--- src/rtl/manch_bit_timer.sv ---
module manch_bit_timer #(
  parameter int W        = 12,
  parameter int HDR_LOG2 = 3,
  parameter int STEP_SH  = 3,
  parameter int DEV_SH   = 3
) (
  input  logic         clk,
  input  logic         rst_n,
  input  logic         line_in,
  input  logic         hdr_start,
  input  logic         ack_slot,
  output logic         bit_vld,
  output logic         bit_val,
  output logic         ack_mak,
  output logic         ack_nomak,
  output logic         miss_err,
  output logic [W-1:0] bit_period
);
  localparam int CW = W + HDR_LOG2;

  typedef enum logic [1:0] {S_IDLE, S_HUNT, S_HDR, S_TRACK} st_t;
  st_t st;

  logic                s1, s2, s3;
  logic [CW-1:0]       cnt;
  logic [HDR_LOG2-1:0] ecnt;
  logic [W-1:0]        ref_per, ph, prev_ph;
  logic                got;

  logic          edge_s, rise, in_win, win_end, accept;
  logic [W-1:0]  qtr, win_lo, step, dev, lo_a, lo_b, lo, hi_sat, newp, ph_wrap, hdr_per;
  logic [W:0]    win_hi, ivl, hi_a, hi_b, hi;

  assign edge_s  = s2 ^ s3;
  assign rise    = s2 & ~s3;
  assign qtr     = bit_period >> 2;
  assign win_lo  = bit_period - qtr;
  assign win_hi  = {1'b0, bit_period} + {1'b0, qtr};
  assign in_win  = ({1'b0, ph} >= {1'b0, win_lo}) && ({1'b0, ph} <= win_hi);
  assign win_end = ({1'b0, ph} == win_hi);
  assign accept  = (st == S_TRACK) && edge_s && in_win && !got;
  assign ph_wrap = ph + 1'b1 - bit_period;
  assign hdr_per = W'(cnt >> HDR_LOG2);

  assign ivl    = {1'b0, bit_period} + {1'b0, ph} - {1'b0, prev_ph};
  assign step   = bit_period >> STEP_SH;
  assign dev    = ref_per >> DEV_SH;
  assign lo_a   = bit_period - step;
  assign lo_b   = ref_per - dev;
  assign lo     = (lo_a > lo_b) ? lo_a : lo_b;
  assign hi_a   = {1'b0, bit_period} + {1'b0, step};
  assign hi_b   = {1'b0, ref_per} + {1'b0, dev};
  assign hi     = (hi_a < hi_b) ? hi_a : hi_b;
  assign hi_sat = hi[W] ? {W{1'b1}} : hi[W-1:0];
  assign newp   = (ivl < {1'b0, lo}) ? lo : (ivl > hi) ? hi_sat : ivl[W-1:0];

  always_ff @(posedge clk) begin
    if (!rst_n) begin
      s1 <= 1'b1; s2 <= 1'b1; s3 <= 1'b1;
      st <= S_IDLE;
      cnt <= '0; ecnt <= '0;
      ref_per <= '0; bit_period <= '0; ph <= '0; prev_ph <= '0;
      got <= 1'b0;
      bit_vld <= 1'b0; bit_val <= 1'b0; ack_mak <= 1'b0; ack_nomak <= 1'b0; miss_err <= 1'b0;
    end else begin
      s1 <= line_in; s2 <= s1; s3 <= s2;
      bit_vld <= 1'b0; ack_mak <= 1'b0; ack_nomak <= 1'b0; miss_err <= 1'b0;
      if (hdr_start) begin
        st  <= S_HUNT;
        got <= 1'b0;
      end else begin
        case (st)
          S_HUNT: if (edge_s && !rise) begin
            st <= S_HDR; cnt <= CW'(1); ecnt <= '0;
          end
          S_HDR: begin
            cnt <= cnt + 1'b1;
            if (edge_s) begin
              ecnt <= ecnt + 1'b1;
              if (&ecnt) begin
                bit_period <= hdr_per; ref_per <= hdr_per; prev_ph <= hdr_per;
                ph <= W'(1); got <= 1'b0; st <= S_TRACK;
              end
            end
          end
          S_TRACK: begin
            ph <= ph + 1'b1;
            if (accept) begin
              bit_vld <= 1'b1;
              bit_val <= rise;
              if (ack_slot) begin
                if (rise) begin
                  ack_mak <= 1'b1; bit_period <= newp; prev_ph <= newp; ph <= W'(1);
                end else begin
                  ack_nomak <= 1'b1; st <= S_IDLE;
                end
              end else begin
                prev_ph <= ph;
                got     <= !win_end;
                if (win_end) ph <= ph_wrap;
              end
            end else if (win_end) begin
              if (got) begin
                got <= 1'b0; ph <= ph_wrap;
              end else begin
                miss_err <= 1'b1; st <= S_IDLE;
              end
            end
          end
          default: ;
        endcase
      end
    end
  end
endmodule


--- config.mk ---
export PLATFORM = sky130hd
export DESIGN_NAME = manch_bit_timer
export DESIGN_NICKNAME = d
export VERILOG_FILES = /design/src/rtl/manch_bit_timer.sv
export SDC_FILE = /design/constraint.sdc
export NUM_CORES = 1
export LEC_CHECK = 0
export BUFFER_PORTS_ARGS = -buffer_cell sky130_fd_sc_hd__buf_2
export CAP_MARGIN = 20
export CORE_UTILIZATION = 54
export DETAILED_ROUTE_END_ITERATION = 7
export PLACE_DENSITY = 0.73
export SLEW_MARGIN = 10
export SYNTH_ARGS = -nofsm -noshare
export SYNTH_HDL_FRONTEND = slang
export SYNTH_SLANG_ARGS = --single-unit
--- constraint.sdc ---
create_clock -name clk -period 14.7 [get_ports clk]
set_clock_uncertainty 0.15 [all_clocks]
set_input_delay 1.47 -clock clk [delete_from_list [all_inputs] [get_ports clk]]
set_output_delay 1.47 -clock clk [all_outputs]
set_load 0.02 [all_outputs]
After elaboration in Yosys (flattened, before gate mapping)
Index checks and enable logic that the tools add are counted.

Flip-flop bits (word level): 77. Bits in latches: 0. RAM bits: 0. ROM bits: 0. Input port bits: 5. Output and inout port bits: 17. Logic and storage cells: 142. Memories kept: 0.

Add/sub/neg operators: 12. Multipliers: 0. Divide/modulo/power cells: 0. $lt $le $gt $ge: 6. Equality and inequality tests: 23. Shifts and indexed selects: 0. Muxes and demuxes: 48. Bitwise gates (word level): 9. Reductions and logical operators: 27.

Operators with widths (number): 2-to-1 mux 12 bit (19); case mux 12 bit (2 select lines) (3); case mux 15 bit (2 select lines) (1); != test 3 bit, second input constant (9); adder 12 x 9 -> 13 bit (2); subtractor 12 x 9 -> 12 bit (2); 2-to-1 mux 2 bit (8); != test 4 bit, second input constant (4); AND reduction 8 bit (2); adder 15 x 1 -> 15 bit, second input constant (1); 2-to-1 mux 15 bit (1); adder 12 x 10 -> 13 bit (1); adder 12 x 12 -> 13 bit (1); equality test 12 x 13 -> 1 bit (1); greater-than comparator 13 bit (1); less-or-equal comparator 12 x 13 -> 1 bit (1); < comparator 13 x 12 -> 1 bit (1); < comparator 13 bit (1); 2-to-1 mux 13 bit (1); subtractor 13 x 12 -> 13 bit (1); adder 12 x 1 -> 12 bit, second input constant (1); greater-or-equal comparator 12 bit (1); greater-than comparator 12 bit (1); != test 2 bit, second input constant (6); other kinds (26) (55).

Depth between registers and ports, before layout
Gate-level depths: netlist of the first run.

Depth after elaboration: 10. Mapped depth: 33. Gate-level depth less buffers: 29.

Least setup slack after synthesis of the first run
Ideal clock, no wire load.

Path type: register to register. From: reg bit_period[4]. To: reg bit_period[0]. Setup time: 86 ps. Arrival time: 6296 ps. Path slack: 8168 ps. Cell stages (with the launch flop): 30. Path buffers: 3. Period minus slack after synthesis: 6532 ps. Cells stage by stage: dfxtp_1 > inv_1 > ha_1 > nor2b_1 > o21ai_0 > a21oi_1 > o41ai_1 > o21bai_1 > a21oi_1 > xnor2_1 > ha_1 > nand4_1 > or2_1 > nor2_1 > a31o_2 > clkbuf_1 > clkbuf_1 > mux2i_1 > ha_1 > a21o_1 > a21o_1 > a211oi_1 > o221ai_1 > a21oi_1 > and4_1 > buf_4 > nor4_1 > o21a_1 > or3_1 > a221oi_2.

Cells in the longest elaborated chain, start to end: 10.

RTL lines: from (decl) (RTL line 17) `output logic [W-1:0] bit_period`; from (signal assigned) (RTL line 81) `bit_period <= hdr_per; ref_per <= hdr_per; prev_ph <= hdr_per;`; adder 12 x 9 -> 13 bit (RTL line 51) `assign hi_a = {1'b0, bit_period} + {1'b0, step};`; < comparator 13 bit (RTL line 53) `assign hi = (hi_a < hi_b) ? hi_a : hi_b;`; 2-to-1 mux 13 bit (RTL line 53); greater-than comparator 13 bit or 2-to-1 mux 12 bit (tied branches) (RTL line 55, 54); 2-to-1 mux 12 bit (2 in series) (RTL line 55) `assign newp = (ivl < {1'b0, lo}) ? lo : (ivl > hi) ? hi_sat : ivl[W-1:0];`; 2-to-1 mux 12 bit (RTL line 92) `if (rise) begin`; 2-to-1 mux 12 bit (RTL line 91) `if (ack_slot) begin`; 2-to-1 mux 12 bit (RTL line 88) `if (accept) begin`; case mux 12 bit (2 select lines) (RTL line 72) `case (st)`.

Parallel ways exist; a longest one is shown, timed or not. The select of a mux whose other input is x is not followed. A chain may end at the register's enable or synchronous reset.

Worst setup path in the final report of the first run
From: reg bit_period[4]. To: reg prev_ph[6].

Cells in the longest elaborated chain, start to end: 10.

RTL lines: adder 12 x 9 -> 13 bit (RTL line 51); < comparator 13 bit (RTL line 53); 2-to-1 mux 13 bit (RTL line 53); greater-than comparator 13 bit or 2-to-1 mux 12 bit (tied branches) (RTL line 55, 54); 2-to-1 mux 12 bit (2 in series) (RTL line 55); 2-to-1 mux 12 bit (RTL line 92); 2-to-1 mux 12 bit (RTL line 91); 2-to-1 mux 12 bit (RTL line 88); case mux 12 bit (2 select lines) (RTL line 72); to (signal assigned) (RTL line 81); to (signal assigned) (RTL line 98) `prev_ph <= ph;`; to (decl) (RTL line 27) `logic [W-1:0] ref_per, ph, prev_ph;`.

Parallel ways exist; a longest one is shown, timed or not. The select of a mux whose other input is x is not followed.

==> run summary, run 1 <==
WP data arrival -> 7770 ps
Post-synthesis compound-gate area fraction -> 27.13%
Vias per cell -> 6.414
Drt first pass iters -> 6
Final Non-Filler Cells -> 1635
XOR/XNOR Fraction of Synth Area -> 7.395%
Drt initial violations -> 1109
Core footprint -> 19020 um^2
RSZ-0062 raised after global routing -> no
FF+latch count, synth -> 77
Cell accounting for the most synthesized area -> ha_1
Area delta synth->final -> 5.196%
Top-Level Pins -> 22
Via count -> 10.49k
Adder-cell share of the synthesized area -> 22.62%
Synth top area share -> 19.05%
Crit Path Max Fanout -> 31
Setup Buffers After CTS -> 0
PostCTS Resize Cnt -> 0
# clock sinks -> 77
Initial antenna violation count -> 1
Crit Path Category -> reg -> reg
Starting Density -> 55.96%
Synth Warn # -> 0
Fin. max-slew vios -> 0
Fraction of registers with async set/reset -> 0%
CTS tree -> done
Post-layout min period -> 7625 ps
Worst EP required -> 14850 ps
CTS root buffer -> clkbuf_16
Routed Antenna Nets -> 0
Setup Viol. Count Final -> 0
Syn nets -> 1571
Clock Latency Late Sink -> 360 ps
Status -> completed
Leakage power -> 4.832 nW
Tcrit/Tclk final -> 51.87%
ANT cells -> 0
Setup Total Neg Slack -> 0 ps
Post-DP HPWL -> 26.50 mm
Most common cell after layout, fill and taps aside -> ha_1
Synth area leaders -> ha_1, dfxtp_1, xnor2_1, a21oi_1, inv_1
Worst min path class -> reg -> reg
Post-Synthesis Cells -> 1385
Grt ovf -> 0
CTS Buf Count -> 9
Seq/Total Area, Yosys -> 14.48%
H-tree Lvls -> 3
Nets -> 1557
Placed cells -> 1620
Simple-gate share of the synthesized area -> 18.99%
Die Ht -> 142.4 um
Largest family of logic cells by synthesized area -> compound AO/OA/AOI/OAI gates
Pwr/cell area -> 87.69 nW/um^2
Die ar. -> 20270 um^2
Most frequent cells in the layout -> ha_1, inv_1, nor2_1
Wirelength per Cell -> 20.73 um
Residual DRC -> 0
Vias in the first global route -> 9676
Worst-path clk slew -> 70 ps
Cell variety after synth -> 91
Post-Syn Area -> 10640 um^2
Gr usage total -> 34.22%
Crit path capture type -> register
EDFF count, synth -> 0
Fin. Hold Viols -> 0
Peak supply drop -> 0.06602 mV
CP Launch Type -> register
Relative slew slack -> 32.03%
Rows -> 50
Mean Syn Cell Area -> 7.684 um^2
IO Port Bufs -> 21
Most used DFF post-synth -> dfxtp_1
Chip width -> 142.4 um
Max-cap violations -> 0
Worst-Margin Slew -> 1013 ps
Final GP Congestion -> 1.019
Fmax -> 131.1 MHz
Largest net degree at the start of global routing -> 41
CTS Hold Bufs -> 0
Drt total wl -> 33.89 mm
Layout cells sized above 1 -> 6.182%
Clock Tree Buf Depth -> 2
First-pass GRT wire length -> 53.21 mm
Post-synthesis mux area share -> 2.375%
cell type report:
cell class | count | area (um^2)
Multi-Input combinational cell | 1118 | 8356
Fill cell | 1780 | 7823
Sequential cell | 77 | 1541
Inverter | 136 | 510.5
Tap cell | 260 | 325.3
Clock buffer | 9 | 225.2
Timing Repair Buffer | 29 | 165.2
Clock inverter | 6 | 72.57
synthesized netlist by cell type (all sizes together) (12+ instances only):
master,instances
dfxtp,77
mux2i,17
and3,18
o221ai,12
nor3,32
inv,135
or3,20
nand2,97
nand4,18
buf,13
a21oi,102
nor2b,20
xnor2,71
a21o,30
a211oi,23
ha,162
nand3,33
nand2b,22
clkbuf,41
xor2,18
o21ai,91
nor2,112
fa,19
o211ai,15
path summary, 6_finish.rpt:
check                startpoint  depth (start not counted)  slack, ps          to
setup / recovery  bit_period[4]                         27       7070  prev_ph[6]
hold / removal               s1                          1        260          s2
setup reg to reg  bit_period[4]                         27       7070  prev_ph[6]
hold reg to reg              s1                          1        260          s2
kinds of logic (layout without fill, tap and decap cells):
family                     after synthesis  after routing
AOI/OAI and AO/OA                      413            413
and+or+nand+nor                        411            411
buffers and inverters                  190            180
adders and majority gates              181            181
xor gates and xnor gates                89             89
DFF                                     77             77
muxes                                   24             24
where the power goes:
part | total (W) | switching [W] | internal, W
Combinational | 0.000533 | 0.000342 | 0.000191
Sequential | 0.000217 | 0.00000554 | 0.000211
Clock | 0.000232 | 0.0000998 | 0.000132
Total | 0.000982 | 0.000447 | 0.000535
critical path, stage by stage (launching register included):
cell and delay, ps:
dfxtp_1 580, inv_1 290, ha_1 350, nor2b_1 130
o21ai_0 220, a21oi_1 130, o41ai_1 740, o21bai_1 120
a21oi_1 220, xnor2_1 150, ha_1 350, nand4_1 100
or2_1 270, nor2_1 180, a31o_2 370, mux2i_1 490
ha_1 340, a21o_1 180, a21o_1 180, a21oi_1 230
o221ai_1 150, a21oi_1 230, nand4_1 120, buf_4 270
nand2_1 230, nor3_4 100, a2111oi_2 400, o221a_2 240
sequential cells by signal, summed over array words and instances, names as in the netlist, 2 cells and up:
signal / flops
bit_period: 12
cnt: 15
ecnt: 3
ph: 12
prev_ph: 12
ref_per: 12
st: 2
routing by layer:
layer / up-vias / part of all wire, % / track usage (%)
met5: - / 0.038 / 0
met4: 2 / 3.9 / 14.66
met3: 89 / 9.3 / 5.552
met2: 525 / 44 / 53.61
met1: 4878 / 43 / 46.23
li1: 4993 / - / -
stage by stage:
step | hold slack [ps] | cell area [um^2] | utilization, % | worst slack (ps) | total power [W]
after CTS | 261.6 | 11200 | 58.87 | 7171 | 0.0009623
after global routing | 279.4 | 11200 | 58.87 | 6637 | 0.001032
after global placement | 241.1 | 10900 | 57.30 | 7303 | 0.0007347
after detailed placement | 245.8 | 10900 | 57.30 | 7188 | 0.0007320
final | 256.4 | 11200 | 58.87 | 7075 | 0.0009818
after floorplan | 236.3 | 10640 | - | 8168 | 0.0006097
Note: power is estimated with default switching activity, not from simulation.
==> inputs of run 2 (changes only) <==
Settings changed: ABC_AREA from default to 1, PLACE_DENSITY 0.73 to 0.76.
Clock period 14.7 ns to 6.4 ns, I/O delays scaled along.
==> run summary, run 2 <==
FF+latch count, synth -> 77 (unchanged)
Most frequent cells after synthesis -> nand2_1, inv_1, a21oi_1 (was ha_1, inv_1, nor2_1)
CP startpoint -> bit_period[5] (was bit_period[4])
CTS Hold Bufs -> 0 (unchanged)
Post-layout min period -> 5948 ps (was 7625 ps)
Most frequent cells in the layout -> nand2_1, inv_1, a21oi_1 (was ha_1, inv_1, nor2_1)
Peak supply drop -> 0.2015 mV (was 0.06602 mV)
Synth top area share -> 19.28% (was 19.05%)
Reg2reg setup slack -> 450 ps (was 7070 ps)
Pwr/cell area -> 299.5 nW/um^2 (was 87.69 nW/um^2)
Grt ovf -> 0 (unchanged)
Clock Tree Buf Depth -> 2 (unchanged)
Vias per cell -> 5.647 (was 6.414)
Post-Syn Area -> 10510 um^2 (was 10640 um^2)
CTS tree -> done (unchanged)
Mean Syn Cell Area -> 6.513 um^2 (was 7.684 um^2)
Worst EP required -> 6500 ps (was 14850 ps)
Crit path capture type -> register (unchanged)
Crit Path Max Fanout -> 18 (was 31)
Synth Warn # -> 0 (unchanged)
Max-cap violations -> 0 (unchanged)
Biggest register -> cnt (unchanged)
Relative slew slack -> 45.30% (was 32.03%)
CTS root buffer -> clkbuf_16 (unchanged)
Most common cell after layout, fill and taps aside -> nand2_1 (was ha_1)
Cell variety after synth -> 52 (was 91)
RSZ-0062 raised after global routing -> no (unchanged)
Pre-CTS WS -> 322.2 ps (was 7188 ps)
Drt first pass iters -> 6 (unchanged)
Clock Latency Late Sink -> 350 ps (was 360 ps)
Hold path start -> s1 (unchanged)
Top-Level Pins -> 22 (unchanged)
Fraction of registers with async set/reset -> 0% (unchanged)
Final GP Congestion -> 0.9979 (was 1.019)
Via count -> 10.68k (was 10.49k)
Worst flop-to-flop path startpoint -> bit_period[5] (was bit_period[4])
Area delta synth->final -> 6.903% (was 5.196%)
GR Util met2 -> 53.69% (was 53.61%)
IO Port Bufs -> 21 (unchanged)
Grt met3 use -> 3.645% (was 5.552%)
Routed Antenna Nets -> 0 (unchanged)
Die Ht -> 141.5 um (was 142.4 um)
Drt initial violations -> 894 (was 1109)
Tcrit/Tclk final -> 92.94% (was 51.87%)
CP max-delay cell -> ha_1 (was o41ai_1)
Fin. max-slew vios -> 0 (unchanged)
Seq/Total Area, Yosys -> 14.66% (was 14.48%)
Setup Total Neg Slack -> 0 ps (unchanged)
Gr busiest metal -> met2 (unchanged)
Cell accounting for the most synthesized area -> ha_1 (unchanged)
Crit Path Category -> reg -> reg (unchanged)
Synth area leaders -> ha_1, dfxtp_1, nand2_1, a21oi_1, inv_1 (was ha_1, dfxtp_1, xnor2_1, a21oi_1, inv_1)
Nets -> 1813 (was 1557)
Syn nets -> 1800 (was 1571)
GRT met1 Usage -> 43.47% (was 46.23%)
Max incr delay on CP -> 490 ps (was 740 ps)
CP Launch Type -> register (unchanged)
WP data arrival -> 6040 ps (was 7770 ps)
Most common cell in the netlist -> nand2_1 (was ha_1)
ANT cells -> 0 (unchanged)
EDFF count, synth -> 0 (unchanged)
Drt total wl -> 32.38 mm (was 33.89 mm)
Chip width -> 141.5 um (was 142.4 um)
# clock sinks -> 77 (unchanged)
Hold Path Cell Cnt -> 1 (unchanged)
Post-DP HPWL -> 26.27 mm (was 26.50 mm)
Core footprint -> 18890 um^2 (was 19020 um^2)
Worst-Margin Slew -> 820.6 ps (was 1013 ps)
Largest net degree at the start of global routing -> 45 (was 41)
Starting Density -> 55.64% (was 55.96%)
Post-Synthesis Cells -> 1614 (was 1385)
Layout cells sized above 1 -> 7.353% (was 6.182%)
Die ar. -> 20030 um^2 (was 20270 um^2)
Leakage power -> 5.839 nW (was 4.832 nW)
Rows -> 50 (unchanged)
Most used DFF post-synth -> dfxtp_1 (unchanged)
Largest register FFs -> 15 (unchanged)
Worst min path class -> reg -> reg (unchanged)
Wirelength per Cell -> 17.11 um (was 20.73 um)
Initial antenna violation count -> 0 (was 1)
Fin. Hold Viols -> 0 (unchanged)
CTS Buf Count -> 9 (unchanged)
First-pass GRT wire length -> 51.96 mm (was 53.21 mm)
Setup Viol. Count Final -> 0 (unchanged)
Reg2reg end -> bit_period[3] (was prev_ph[6])
Worst Hold Path EP -> s2 (unchanged)
Fmax -> 168.1 MHz (was 131.1 MHz)
Worst setup margin -> 451.8 ps (was 7075 ps)
Vias in the first global route -> 9950 (was 9676)
H-tree Lvls -> 3 (unchanged)
Residual DRC -> 0 (unchanged)
Status -> completed (unchanged)
Worst-path clk slew -> 60 ps (was 70 ps)
Gr usage total -> 33.36% (was 34.22%)
Worst r2r path cells -> 29 (was 27)
run 2: changes by cell type after synthesis, sizes merged, moves of 18 or more:
cell / change
a211oi: -18
a21o: -21
a21oi: +79
clkbuf: -21
inv: +99
nand2: +281
nand2b: -22
nand3: +45
nor2b: -20
or3: -20
xnor2: -63
xor2: +52
run 2: layout make-up:
type | instances | area (um^2)
multi-input combinational | 1257 | 7869
tap | 260 | 325.3
clock buffer | 9 | 225.2
sequential | 77 | 1543
fill | 1872 | 7655
timing repair buffer | 42 | 275.3
clock inverter | 7 | 96.34
inverter | 240 | 904.6
run 2: repair_timing:
action / 4_1_cts / 5_1_grt
buffers inserted: 0 / 3
endpoints found under the setup margin: 0 / 23
resized for setup: 0 / 3
run 2: per-layer routing:
layer	up-vias	share of wire, %
met3	81	6.0
met5	-	0
met4	0	5.5
met2	395	44
met1	4877	44
li1	5331	-
run 2: cells by family (layout without fill, tap and decap cells):
| group | after synthesis | count (layout) | share of synthesized area, % |
|---|---|---|---|
| buffers and inverters | 280 | 298 | 10.51 |
| flip-flops | 77 | 77 | 14.66 |
| AND/OR/NAND/NOR | 641 | 641 | 25.92 |
| adder cells (fa/ha/maj) | 181 | 181 | 22.90 |
| XOR/XNOR | 78 | 78 | 6.498 |
| AO/OA/AOI/OAI | 357 | 357 | 19.51 |
run 2: worst max-delay path, delay by kind of cell (launching register included):
family          cells  cell delay, ps
fa+ha+maj           3            1100
flops               1             440
simple gates       13            1930
buf+inv             4             510
xor+xnor            1             260
compound gates      8            1470
run 2: per-stage QoR:
stage | instances | power, W | instance area [um^2] | hold WS (ps) | util, %
4_1_cts | 1889 | 0.003225 | 11200 | 266.4 | 59.26
3_3_place_gp | 1873 | 0.002631 | 10870 | 245.2 | 57.56
5_1_grt | 1892 | 0.003672 | 11240 | 284.6 | 59.48
3_5_place_dp | 1873 | 0.002660 | 10870 | 252.1 | 57.56
6_report | 1892 | 0.003366 | 11240 | 263.9 | 59.48
2_1_floorplan | 1614 | 0.002190 | 10510 | 242.5 | -
run 2: worst max-delay path by stage:
stage | cells after the start | end | slack [ps]
after CTS | 31 | bit_period[3] | 300
after global placement | 31 | bit_period[3] | 470
after floorplan | 33 | bit_period[10] | 1290
after detailed placement | 31 | bit_period[3] | 320
after global routing | 29 | bit_period[3] | 30
final | 29 | bit_period[3] | 450
run 2: power by group:
part	switching [W]	leakage, nW	internal, W
sequential	0.0000167	0.623	0.000491
combinational	0.00148	5.06	0.000818
clock	0.000215	0.160	0.000343
total	0.00171	5.84	0.00165
